**src/rtl/rms_pkg.sv**
```systemverilog
package rms_pkg;

  typedef enum logic [2:0] {
    ST_OFF, ST_RXI, ST_LOAD, ST_LWAIT, ST_RXSET, ST_TXWAIT, ST_TXON
  } rms_state_t;

  typedef enum logic [1:0] {
    OP_POWER = 2'd0, OP_CHAN = 2'd1, OP_RX = 2'd2, OP_TX = 2'd3
  } rms_op_t;

  function automatic int unsigned max2(int unsigned a, int unsigned b);
    return (a > b) ? a : b;
  endfunction

  // settle length picked by whether a lock has ever succeeded since power-up
  function automatic int unsigned settle_len(logic first, int unsigned f, int unsigned n);
    return first ? f : n;
  endfunction

  // transmit wait covers both the path settle and the preamble
  function automatic int unsigned tx_wait_len(int unsigned settle, int unsigned pre);
    return max2(settle, pre);
  endfunction

endpackage

```
**src/rtl/rms_cmd_slot.sv**
```systemverilog
module rms_cmd_slot #(
  parameter int CHW = 8
) (
  input  logic           clk,
  input  logic           rst_n,
  input  logic           in_valid,
  input  logic [1:0]     in_op,
  input  logic [CHW-1:0] in_chan,
  input  logic           take,
  output logic           slot_v,
  output logic [1:0]     slot_op,
  output logic [CHW-1:0] slot_chan
);
  always_ff @(posedge clk or negedge rst_n) begin
    if (!rst_n) begin
      slot_v    <= 1'b0;
      slot_op   <= 2'd0;
      slot_chan <= '0;
    end else if (in_valid) begin
      slot_v    <= 1'b1;
      slot_op   <= in_op;
      slot_chan <= in_chan;
    end else if (take) begin
      slot_v <= 1'b0;
    end
  end
endmodule

```
**src/rtl/rms_tick_timer.sv**
```systemverilog
module rms_tick_timer #(
  parameter int CW = 8
) (
  input  logic          clk,
  input  logic          rst_n,
  input  logic          clr,
  input  logic          tick,
  output logic [CW-1:0] cnt_nxt
);
  logic [CW-1:0] cnt_q;
  logic          full;

  assign full    = &cnt_q;
  assign cnt_nxt = full ? cnt_q : cnt_q + CW'(1);

  always_ff @(posedge clk or negedge rst_n) begin
    if (!rst_n)    cnt_q <= '0;
    else if (clr)  cnt_q <= '0;
    else if (tick) cnt_q <= cnt_nxt;
  end
endmodule

```
**src/rtl/rms_lock_qual.sv**
```systemverilog
module rms_lock_qual #(
  parameter int NEED = 4
) (
  input  logic clk,
  input  logic rst_n,
  input  logic clr,
  input  logic tick,
  input  logic lock,
  output logic lock_ok
);
  localparam int RW = $clog2(NEED + 1) + 1;
  localparam logic [RW:0] NEED_V = (RW+1)'(NEED);

  logic [RW-1:0] run_q;
  logic [RW:0]   run_inc;

  assign run_inc = {1'b0, run_q} + (RW+1)'(1);
  assign lock_ok = tick & lock & (run_inc >= NEED_V);

  always_ff @(posedge clk or negedge rst_n) begin
    if (!rst_n)      run_q <= '0;
    else if (clr)    run_q <= '0;
    else if (tick) begin
      if (!lock)                     run_q <= '0;
      else if (run_inc <= NEED_V)    run_q <= run_inc[RW-1:0];
    end
  end
endmodule

```
**src/rtl/rms_preamble.sv**
```systemverilog
module rms_preamble (
  input  logic clk,
  input  logic rst_n,
  input  logic en,
  output logic pre_bit
);
  logic bit_q;

  always_ff @(posedge clk or negedge rst_n) begin
    if (!rst_n)   bit_q <= 1'b1;
    else if (!en) bit_q <= 1'b1;
    else          bit_q <= ~bit_q;
  end

  assign pre_bit = en & bit_q;
endmodule

```
**src/rtl/radio_mode_seq.sv**
```systemverilog
module radio_mode_seq
  import rms_pkg::*;
#(
  parameter int CHW             = 8,
  parameter int SETTLE_FIRST_MS = 40,
  parameter int SETTLE_NEXT_MS  = 20,
  parameter int RX_MS           = 5,
  parameter int TX_MS           = 5,
  parameter int PREAMBLE_MS     = 15,
  parameter int LOCK_TICKS      = 4,
  parameter int LOCK_TIMEOUT_MS = 60
) (
  input  logic           clk,
  input  logic           rst_n,
  input  logic           ms_tick,
  input  logic           cmd_valid,
  input  logic [1:0]     cmd_op,
  input  logic [CHW-1:0] cmd_chan,
  input  logic           load_done,
  input  logic           lock_det,
  output logic           pwr_en,
  output logic           tx_sel_n,
  output logic           rx_sel_n,
  output logic           load_req,
  output logic [CHW-1:0] load_chan,
  output logic           rx_valid,
  output logic           tx_ready,
  output logic           preamble_en,
  output logic           preamble_bit,
  output logic           lock_fail
);
  localparam int unsigned TXLEN  = tx_wait_len(TX_MS, PREAMBLE_MS);
  localparam int unsigned MAXLEN = max2(max2(LOCK_TIMEOUT_MS, SETTLE_FIRST_MS),
                                        max2(TXLEN, max2(RX_MS, SETTLE_NEXT_MS)));
  localparam int CW = $clog2(MAXLEN + 1) + 1;
  localparam logic [CW-1:0] L_RX = CW'(RX_MS);
  localparam logic [CW-1:0] L_TX = CW'(TXLEN);
  localparam logic [CW-1:0] L_TO = CW'(LOCK_TIMEOUT_MS);

  rms_state_t     state, st_n;
  logic           rxv_q, rxv_n, ok_q, ok_n, first_q, first_n, fail_q, fail_n;
  logic [CHW-1:0] chan_q, chan_n;
  logic           take, restart, lock_ok;
  logic           slot_v;
  logic [1:0]     slot_op;
  logic [CHW-1:0] slot_chan;
  logic [CW-1:0]  cnt_nxt, settle;
  rms_op_t        op;

  // events brought out for the checker
  logic in_lwait;
  assign in_lwait = (state == ST_LWAIT);

  rms_cmd_slot #(.CHW(CHW)) u_slot (
    .clk(clk), .rst_n(rst_n), .in_valid(cmd_valid), .in_op(cmd_op),
    .in_chan(cmd_chan), .take(take), .slot_v(slot_v), .slot_op(slot_op),
    .slot_chan(slot_chan)
  );

  rms_tick_timer #(.CW(CW)) u_tmr (
    .clk(clk), .rst_n(rst_n), .clr(restart), .tick(ms_tick), .cnt_nxt(cnt_nxt)
  );

  rms_lock_qual #(.NEED(LOCK_TICKS)) u_lq (
    .clk(clk), .rst_n(rst_n), .clr(restart), .tick(ms_tick), .lock(lock_det),
    .lock_ok(lock_ok)
  );

  rms_preamble u_pre (
    .clk(clk), .rst_n(rst_n), .en(preamble_en), .pre_bit(preamble_bit)
  );

  assign op      = rms_op_t'(slot_op);
  assign settle  = CW'(settle_len(first_q, SETTLE_FIRST_MS, SETTLE_NEXT_MS));
  assign restart = (st_n != state);

  always_comb begin
    st_n    = state;
    rxv_n   = rxv_q;
    ok_n    = ok_q;
    first_n = first_q;
    fail_n  = fail_q;
    chan_n  = chan_q;
    take    = 1'b0;
    unique case (state)
      ST_OFF: begin
        if (slot_v) begin
          take = 1'b1;
          if (op == OP_POWER) begin
            st_n    = ST_RXI;
            first_n = 1'b1;
            ok_n    = 1'b0;
            rxv_n   = 1'b0;
          end
        end
      end
      ST_RXI, ST_TXON: begin
        if (slot_v) begin
          take = 1'b1;
          unique case (op)
            OP_CHAN: begin
              st_n   = ST_LOAD;
              chan_n = slot_chan;
              rxv_n  = 1'b0;
              ok_n   = 1'b0;
              fail_n = 1'b0;
            end
            OP_RX: begin
              if (ok_q) begin
                st_n  = ST_RXSET;
                rxv_n = 1'b0;
              end
            end
            OP_TX: begin
              if (ok_q && state == ST_RXI) begin
                st_n  = ST_TXWAIT;
                rxv_n = 1'b0;
              end
            end
            default: ;
          endcase
        end
      end
      ST_LOAD: begin
        if (load_done) st_n = ST_LWAIT;
      end
      ST_LWAIT: begin
        if (lock_ok && cnt_nxt >= settle) begin
          st_n    = ST_RXI;
          rxv_n   = 1'b1;
          ok_n    = 1'b1;
          first_n = 1'b0;
        end else if (ms_tick && cnt_nxt >= L_TO) begin
          st_n   = ST_RXI;
          fail_n = 1'b1;
        end
      end
      ST_RXSET: begin
        if (ms_tick && cnt_nxt >= L_RX) begin
          st_n  = ST_RXI;
          rxv_n = 1'b1;
        end
      end
      ST_TXWAIT: begin
        if (ms_tick && cnt_nxt >= L_TX) st_n = ST_TXON;
      end
      default: st_n = ST_OFF;
    endcase
  end

  always_ff @(posedge clk or negedge rst_n) begin
    if (!rst_n) begin
      state   <= ST_OFF;
      rxv_q   <= 1'b0;
      ok_q    <= 1'b0;
      first_q <= 1'b1;
      fail_q  <= 1'b0;
      chan_q  <= '0;
    end else begin
      state   <= st_n;
      rxv_q   <= rxv_n;
      ok_q    <= ok_n;
      first_q <= first_n;
      fail_q  <= fail_n;
      chan_q  <= chan_n;
    end
  end

  assign pwr_en      = (state != ST_OFF);
  assign rx_sel_n    = !(state inside {ST_RXI, ST_LOAD, ST_LWAIT, ST_RXSET});
  assign tx_sel_n    = !(state inside {ST_TXWAIT, ST_TXON});
  assign load_req    = (state == ST_LOAD);
  assign load_chan   = chan_q;
  assign rx_valid    = (state == ST_RXI) && rxv_q;
  assign tx_ready    = (state == ST_TXON);
  assign preamble_en = (state == ST_TXWAIT);
  assign lock_fail   = fail_q;

endmodule

```
**config.mk**
```make
export PLATFORM = sky130hd
export DESIGN_NAME = radio_mode_seq
export DESIGN_NICKNAME = d
export VERILOG_FILES = /design/src/rtl/rms_pkg.sv /design/src/rtl/rms_cmd_slot.sv /design/src/rtl/rms_tick_timer.sv /design/src/rtl/rms_lock_qual.sv /design/src/rtl/rms_preamble.sv /design/src/rtl/radio_mode_seq.sv
export SDC_FILE = /design/constraint.sdc
export NUM_CORES = 1
export LEC_CHECK = 0
export BUFFER_PORTS_ARGS = -buffer_cell sky130_fd_sc_hd__buf_2
export CORE_ASPECT_RATIO = 0.5
export CORE_MARGIN = 2
export CORE_UTILIZATION = 58
export DETAILED_ROUTE_END_ITERATION = 10
export PLACE_DENSITY = 0.87
export REMOVE_ABC_BUFFERS = 1
export SLEW_MARGIN = 30
export SYNTH_ARGS = -nofsm -noshare
export SYNTH_HDL_FRONTEND = slang
export SYNTH_HIERARCHICAL = 1
export SYNTH_SLANG_ARGS = --single-unit
```
**constraint.sdc**
```tcl
create_clock -name clk -period 4.55 [get_ports clk]
set_clock_uncertainty 0.1 [all_clocks]
set_input_delay 0.91 -clock clk [delete_from_list [all_inputs] [get_ports clk]]
set_output_delay 0.91 -clock clk [all_outputs]
set_load 0.02 [all_outputs]
```
Word-level counts from Yosys, hierarchy flattened
Cells that the tools add are included.
W data, S select, Z words.
{"block": "word_totals", "mem_bits_rw": 0, "word_cells": 118, "latchBits": 0, "rom_bits": 0, "inputBits": 16, "ff_bits": 38, "n_memories": 0, "out_inout_bits": 17}
{"block": "classes", "n_reduce_logical": 28, "eq_ne": 22, "n_shift": 0, "add_sub_neg": 2, "mul": 0, "bitwise": 4, "div_mod_pow": 0, "n_lt_le_gt_ge": 6, "mux": 44}
{"cell": "$mux W3", "count": 10}
{"cell": "$mux W7", "count": 3}
{"cell": "$mux W1", "count": 19}
{"cell": "$pmux W3 S6", "count": 1}
{"cell": "$mux W4", "count": 4}
{"cell": "$ne A2 B1 Y1 const B", "count": 5}
{"cell": "$reduce_bool A2 Y1", "count": 5}
{"cell": "$eq A3 B3 Y1 const B", "count": 3}
{"cell": "$pmux W3 S3", "count": 1}
{"cell": "$reduce_and A9 Y1", "count": 1}
{"cell": "$reduce_bool A4 Y1", "count": 2}
{"cell": "$add A7 B1 Y7 const B", "count": 1}
{"cell": "$ge A7 B3 Y1 const B", "count": 1}
{"cell": "$ge A7 B4 Y1 const B", "count": 1}
{"cell": "$ge A7 B6 Y1", "count": 1}
{"cell": "$ge A7 B6 Y1 const B", "count": 1}
{"cell": "$reduce_and A7 Y1", "count": 1}
{"cell": "$eq A3 B2 Y1 const B", "count": 2}
{"cell": "$logic_and A1 B1 Y1", "count": 6}
{"cell": "$mux W6", "count": 1}
{"cell": "$ne A2 B2 Y1 const B", "count": 3}
{"cell": "$ne A3 B3 Y1 const B", "count": 2}
{"cell": "$pmux W1 S3", "count": 2}
{"cell": "$reduce_and A6 Y1", "count": 1}
{"cell": "other kinds (23)", "count": 29}

Logic depth before layout (Yosys ltp)
{"block": "depth", "depth_word": 10, "ltp_mapped": 16}

By module
The synthesis kept the hierarchy.
{"mod": "radio_mode_seq", "area_per_inst_um2": 1232.4, "cells_each": 141, "instances": 1, "seq_area_each_um2": 376.6}
{"mod": "rms_tick_timer", "area_per_inst_um2": 553.0, "cells_each": 53, "instances": 1, "seq_area_each_um2": 175.2}
{"mod": "rms_cmd_slot", "area_per_inst_um2": 445.4, "cells_each": 24, "instances": 1, "seq_area_each_um2": 275.3}
{"mod": "rms_lock_qual", "area_per_inst_um2": 291.5, "cells_each": 29, "instances": 1, "seq_area_each_um2": 100.1}
{"mod": "rms_preamble", "area_per_inst_um2": 36.3, "cells_each": 3, "instances": 1, "seq_area_each_um2": 26.3}

Worst setup path after synthesis
OpenSTA, ideal clock, no wires.
{"block": "synth_path", "kind": "flip-flop to flip-flop", "from": "register u_tmr.cnt_q[0]", "to": "register u_tmr.cnt_q[4]", "path_slack_ns": 0.598, "arrival_time_ns": 3.733, "stages_incl_launch_ff": 17, "setup_ns": 0.120, "synth_period_minus_slack_ns": 3.952, "path_cell_list": "dfrtp_1 > ha_1 > and3_1 > buf_6 > nand2_4 > a21oi_1 > inv_1 > ha_1 > or3b_4 > a2111oi_4 > nor3b_1 > o21a_1 > o211ai_1 > clkbuf_1 > inv_1 > and3_1 > a31o_1"}
{"block": "synth_between", "elab_chain_cells": 9, "word_cells_on_any_way": 20, "classes_between": "add/sub (1); order compare (4); eq/ne (1); mux (8); reduce/logical (6)"}
{"element": "start: declaration", "line_no": "rms_tick_timer.sv:10", "text": "logic [CW-1:0] cnt_q;"}
{"element": "start signal: assignment", "line_no": "rms_tick_timer.sv:19", "text": "else if (tick) cnt_q <= cnt_nxt;"}
{"element": "$add A7 B1 Y7 / $reduce_and A7 Y1 (equally long branches)", "line_no": "rms_tick_timer.sv:14, rms_tick_timer.sv:13"}
{"element": "$mux W7 *", "line_no": "rms_tick_timer.sv:14", "text": "assign cnt_nxt = full ? cnt_q : cnt_q + CW'(1);"}
{"element": "net cnt_nxt[2]", "line_no": "radio_mode_seq.sv:47", "text": "logic [CW-1:0] cnt_nxt, settle;"}
{"element": "$ge A7 B6 Y1", "line_no": "radio_mode_seq.sv:133", "text": "end else if (ms_tick && cnt_nxt >= L_TO) begin"}
{"element": "$logic_and A1 B1 Y1", "line_no": "radio_mode_seq.sv:133"}
{"element": "$mux W3", "line_no": "radio_mode_seq.sv:133"}
{"element": "$mux W3", "line_no": "radio_mode_seq.sv:128", "text": "if (lock_ok && cnt_nxt >= settle) begin"}
{"element": "$pmux W3 S6 *", "line_no": "radio_mode_seq.sv:85", "text": "unique case (state)"}
{"element": "$ne A3 B3 Y1 *", "line_no": "radio_mode_seq.sv:75", "text": "assign restart = (st_n != state);"}
{"element": "net restart", "line_no": "radio_mode_seq.sv:43", "text": "logic take, restart, lock_ok;"}
{"element": "$mux W7 / $reduce_bool A2 Y1 (equally long branches)"}
The timed path passes the listed nets; every way through them passes the cells marked *. The select of a mux whose other input is x is not followed.
A chain may end at the register's enable or synchronous reset.

Final worst setup path
{"block": "layout_path", "from": "register u_tmr.cnt_q[0]", "to": "register u_lq.run_q[0]"}
{"block": "layout_between", "elab_chain_cells": 10, "word_cells_on_any_way": 21, "classes_between": "add/sub (1); order compare (4); eq/ne (2); mux (7); reduce/logical (7)"}
{"element": "$add A7 B1 Y7 / $reduce_and A7 Y1 (equally long branches)", "line_no": "rms_tick_timer.sv:14, rms_tick_timer.sv:13"}
{"element": "$mux W7 *", "line_no": "rms_tick_timer.sv:14"}
{"element": "net cnt_nxt[2]", "line_no": "radio_mode_seq.sv:47"}
{"element": "$ge A7 B6 Y1", "line_no": "radio_mode_seq.sv:133"}
{"element": "$logic_and A1 B1 Y1", "line_no": "radio_mode_seq.sv:133"}
{"element": "$mux W3", "line_no": "radio_mode_seq.sv:133"}
{"element": "$mux W3", "line_no": "radio_mode_seq.sv:128"}
{"element": "$pmux W3 S6 *", "line_no": "radio_mode_seq.sv:85"}
{"element": "$ne A3 B3 Y1 *", "line_no": "radio_mode_seq.sv:75"}
{"element": "net restart", "line_no": "radio_mode_seq.sv:43"}
{"element": "$ne A3 B1 Y1 (no line) / $reduce_bool A2 Y1 (equally long branches)"}
{"element": "$reduce_and A2 Y1 (no line)"}
{"element": "end signal: assignment", "line_no": "rms_lock_qual.sv:25", "text": "else if (run_inc <= NEED_V) run_q <= run_inc[RW-1:0];"}
{"element": "end: declaration", "line_no": "rms_lock_qual.sv:14", "text": "logic [RW-1:0] run_q;"}
The timed path passes the listed nets; every way through them passes the cells marked *.

==> impl_metrics.yaml <==
outcome:
  status: "completed"
power:
  worst_vdd_drop_mv: 0.315
  p_comb_share_pct: 48.5
  leakage_nw: 1.33
  total_power_mw: 1.55
  power_switching_uw: 690
  pwr-share-seq_pct: 35.5
  share_clk_of_total_power_pct: 16.0
  p_per_cell_area_nw_per_um2: 546
  power_internal_uw: 861
  p_sw_share_pct: 44.5
floorplanning:
  design.core.area_um2: 4320
  num_io_pins: 33
  initial_utilization_pct: 59.3
  chipWidth_um: 97.9
  die_area_um2: 4990
  cell_row_count: 17
  die_ht_um: 51.0
setup_path:
  worstSetupEndpointType: "flop"
  critical_path_top_delay_cell: "dfrtp_1"
  worstPathRequired_ps: 4640
  crit_chain: "ha_1 > and3_1 > nand2_4 > a21oi_1 > inv_1 > ha_1 > or3b_4 > a2111oi_4 > nor3b_1 > o21a_1 > o211ai_1 > buf_4 > and3b_1 > and3_1 > a211o_1"
  critical-path-max-stage-delay_ps: 480
  critical_path_class: "reg2reg"
  startpoint_type: "flop"
  arrival_ps: 4430
  crit_path_max_fanout: 14
timing:
  max_slew.worst_pin.slew_ps: 826
  maxClockFrequency_mhz: 230
  finalMaxSlewViolations: 0
  timing.slew.headroom_pct: 45.0
  setup-violations-final: 0
  finalSetupTns_ps: 0
  finalWorstPathRequiredPeriod_ps: 4340
  grt_setup_unrepaired: "no"
  fin_crit_sh_pct: 95.4
  final_hold_viol_count: 0
logic_synthesis:
  yosys_register_bits: 38
  syn-cell-area_um2: 2560
  synth_seq_area_share_pct: 37.3
  async_set_reset_flop_share_out_of_synthesis_pct: 100
  post_synth_inst_count: 250
  synth_top_cell_by_area: "dfrtp_1"
  synth_cell_type_count: 67
  synth_top_cell_area_share_pct: 35.2
  post_synth_edffs: 0
  synth_ff_type: "dfrtp_1"
  synth-warning-count: 6
  syn_area_per_cell_um2: 10.2
  yosys-top-cells-area: "dfrtp_1 35%, mux2_4 7.6%, ha_1 4.9%, mux2_2 4.4%, nand2_1 2.5%"
global_route:
  overflow: 0
  initial_antenna_violation_count: 0
  first_global_vias: 2028
  grt_first_pass_wirelength_um: 9260
  grt_util_all_layers_pct: 23.7
  grt_max_degree: 39
clock_tree:
  htreeDepth: 2
  cts_max_path_buffers: 2
  clkSlewWorstSetupHoldPaths_ps: 80
  numCtsBuffers: 5
  post-cts-setup-buffers: 0
  cts_tree: "built"
  cts-hold-fix-buffers: 0
  skew_pair_late_insertion_delay_ps: 300
  buffer_type_at_the_clock_tree_root: "clkbuf_8"
  cts_num_sinks: 38
  cts_repair_resize_count: 0
layout:
  insertedDiodeCount: 0
  finish.net_count: 307
  area_growth_pct: 11.1
  post_route_cells_drive_above_1_share_pct: 29.4
detailed_routing:
  drt-total-wl_um: 5450
  avgRoutedWirePerCell_um: 16.1
  drt.antenna.violating_nets: 0
  number_of_design_rule_violations_left_by_the_first_detailed_router_iteration: 87
  route.detailed.vias_per_inst: 6.14
  via_count: 2081
  drt_drc_violations_left: 0
  drt_first_pass_iters: 4
place:
  hpwlAfterDp_um: 3980
  gpl.final_weighted_congestion: 0.936
  io_buffer_count: 32
hold_path:
  hold_class: "reg2reg"
run:
  timing.max_cap.violations: 0
worst paths after layout:
kind                           startpoint                end  slack (ps)  depth (start not counted)
max                        u_tmr/cnt_q[0]      u_lq/run_q[0]         210                         15
min                           u_pre/bit_q        u_pre/bit_q         380                          1
max reg2reg                u_tmr/cnt_q[0]      u_lq/run_q[0]         210                         15
min reg2reg                   u_pre/bit_q        u_pre/bit_q         380                          1
max in group asynchronous           rst_n     u_tmr/cnt_q[5]        3230                          1
min in group asynchronous           rst_n  u_slot/slot_op[0]         600                          1
per-layer routing:
layer / up-vias / routed length (µm) / share of wire, % / track usage, %
met3: 15 / 295 / 5.4 / 6.43
met1: 1010 / 2390 / 44 / 29.3
li1: 986 / - / - / -
met5: - / 0 / 0 / 0
met2: 70 / 2630 / 48 / 39.0
met4: 0 / 139 / 2.6 / 11.8
worst max-delay path: cells and delay by family, from the launching register on:
kind | cells | cell delay, ps
simple gates | 6 | 1440
compound gates | 5 | 1280
fa+ha+maj | 2 | 620
flops | 1 | 480
buf+inv | 2 | 310
cells by family (layout without fill, tap and decap cells):
group	count (synthesis)	after routing	synth area share [%]
AO/OA/AOI/OAI	67	67	21.1
XOR/XNOR	2	2	0.685
multiplexers	26	26	13.2
AND/OR/NAND/NOR	82	82	18.2
flip-flops	38	38	37.3
adder cells (fa/ha/maj)	10	10	4.89
buffers and inverters	25	57	4.60
cell usage in the layout, fill, tap and decap left out, types with 2 or more instances in the layout:
| cell | count |
|---|---|
| dfrtp_1 | 36 |
| buf_2 | 32 |
| nand2_1 | 17 |
| nor2_1 | 15 |
| inv_1 | 14 |
| mux2_4 | 13 |
| a21oi_1 | 11 |
| mux2_2 | 10 |
| ha_1 | 10 |
| o21ai_0 | 9 |
| nand2b_1 | 8 |
| nor2b_1 | 7 |
| and3_1 | 7 |
| clkbuf_8 | 6 |
| a31oi_1 | 5 |
| nor3_1 | 5 |
| o31ai_1 | 4 |
| nor3b_1 | 3 |
| a211o_1 | 3 |
| mux2i_1 | 3 |
| a41oi_1 | 3 |
| or3_1 | 2 |
| o21a_1 | 2 |
| and3b_1 | 2 |
| o41ai_1 | 2 |
| nand3_1 | 2 |
| a21oi_2 | 2 |
| nor4_1 | 2 |
| dfstp_2 | 2 |
| buf_4 | 2 |
| a211oi_2 | 2 |
| and2_1 | 2 |
| xor2_1 | 2 |
| a31o_1 | 2 |
power groups by stage:
stage	Sequential [mW]	Combinational [mW]	Clock, mW
6_report	0.550	0.752	0.249
5_1_grt	0.565	0.827	0.265
4_1_cts	0.546	0.745	0.253
3_5_place_dp	0.551	0.744	0
3_3_place_gp	0.543	0.711	0
2_1_floorplan	0.570	0.494	0
flip-flops by register name, indices dropped and copies added (netlist names), 2 cells and up:
name and count:
load_chan 8, state 3, u_tmr/cnt_q 7, u_lq/run_q 4, u_slot/slot_chan 8, u_slot/slot_op 2
synth_stat cells, drive strengths merged, types with 6 or more instances:
library cell  number
dfrtp             36
mux2              23
nand2             18
nor2              16
inv               15
a21oi             14
ha                10
o21ai             10
nand2b             8
and3               7
nor2b              7
clkbuf             6
metrics by stage:
stage	instance area [µm²]	hold slack, ps	util (%)	std cells	setup WS [ps]
6_report	2840	381	65.8	339	211
5_1_grt	2840	407	65.8	339	12.5
4_1_cts	2840	381	65.7	339	243
3_5_place_dp	2740	366	63.5	331	249
3_3_place_gp	2740	334	63.5	331	492
2_1_floorplan	2500	326	-	240	326
cell type report:
| class | instances | area, µm² |
|---|---|---|
| Timing Repair Buffer | 34 | 175 |
| Fill cell | 348 | 1480 |
| Inverter | 15 | 56.3 |
| Multi-Input combinational cell | 187 | 1490 |
| Tap cell | 57 | 71.3 |
| Clock buffer | 6 | 82.6 |
| Clock inverter | 2 | 12.5 |
| Sequential cell | 38 | 953 |
Note: power is estimated with default switching activity, not from simulation.
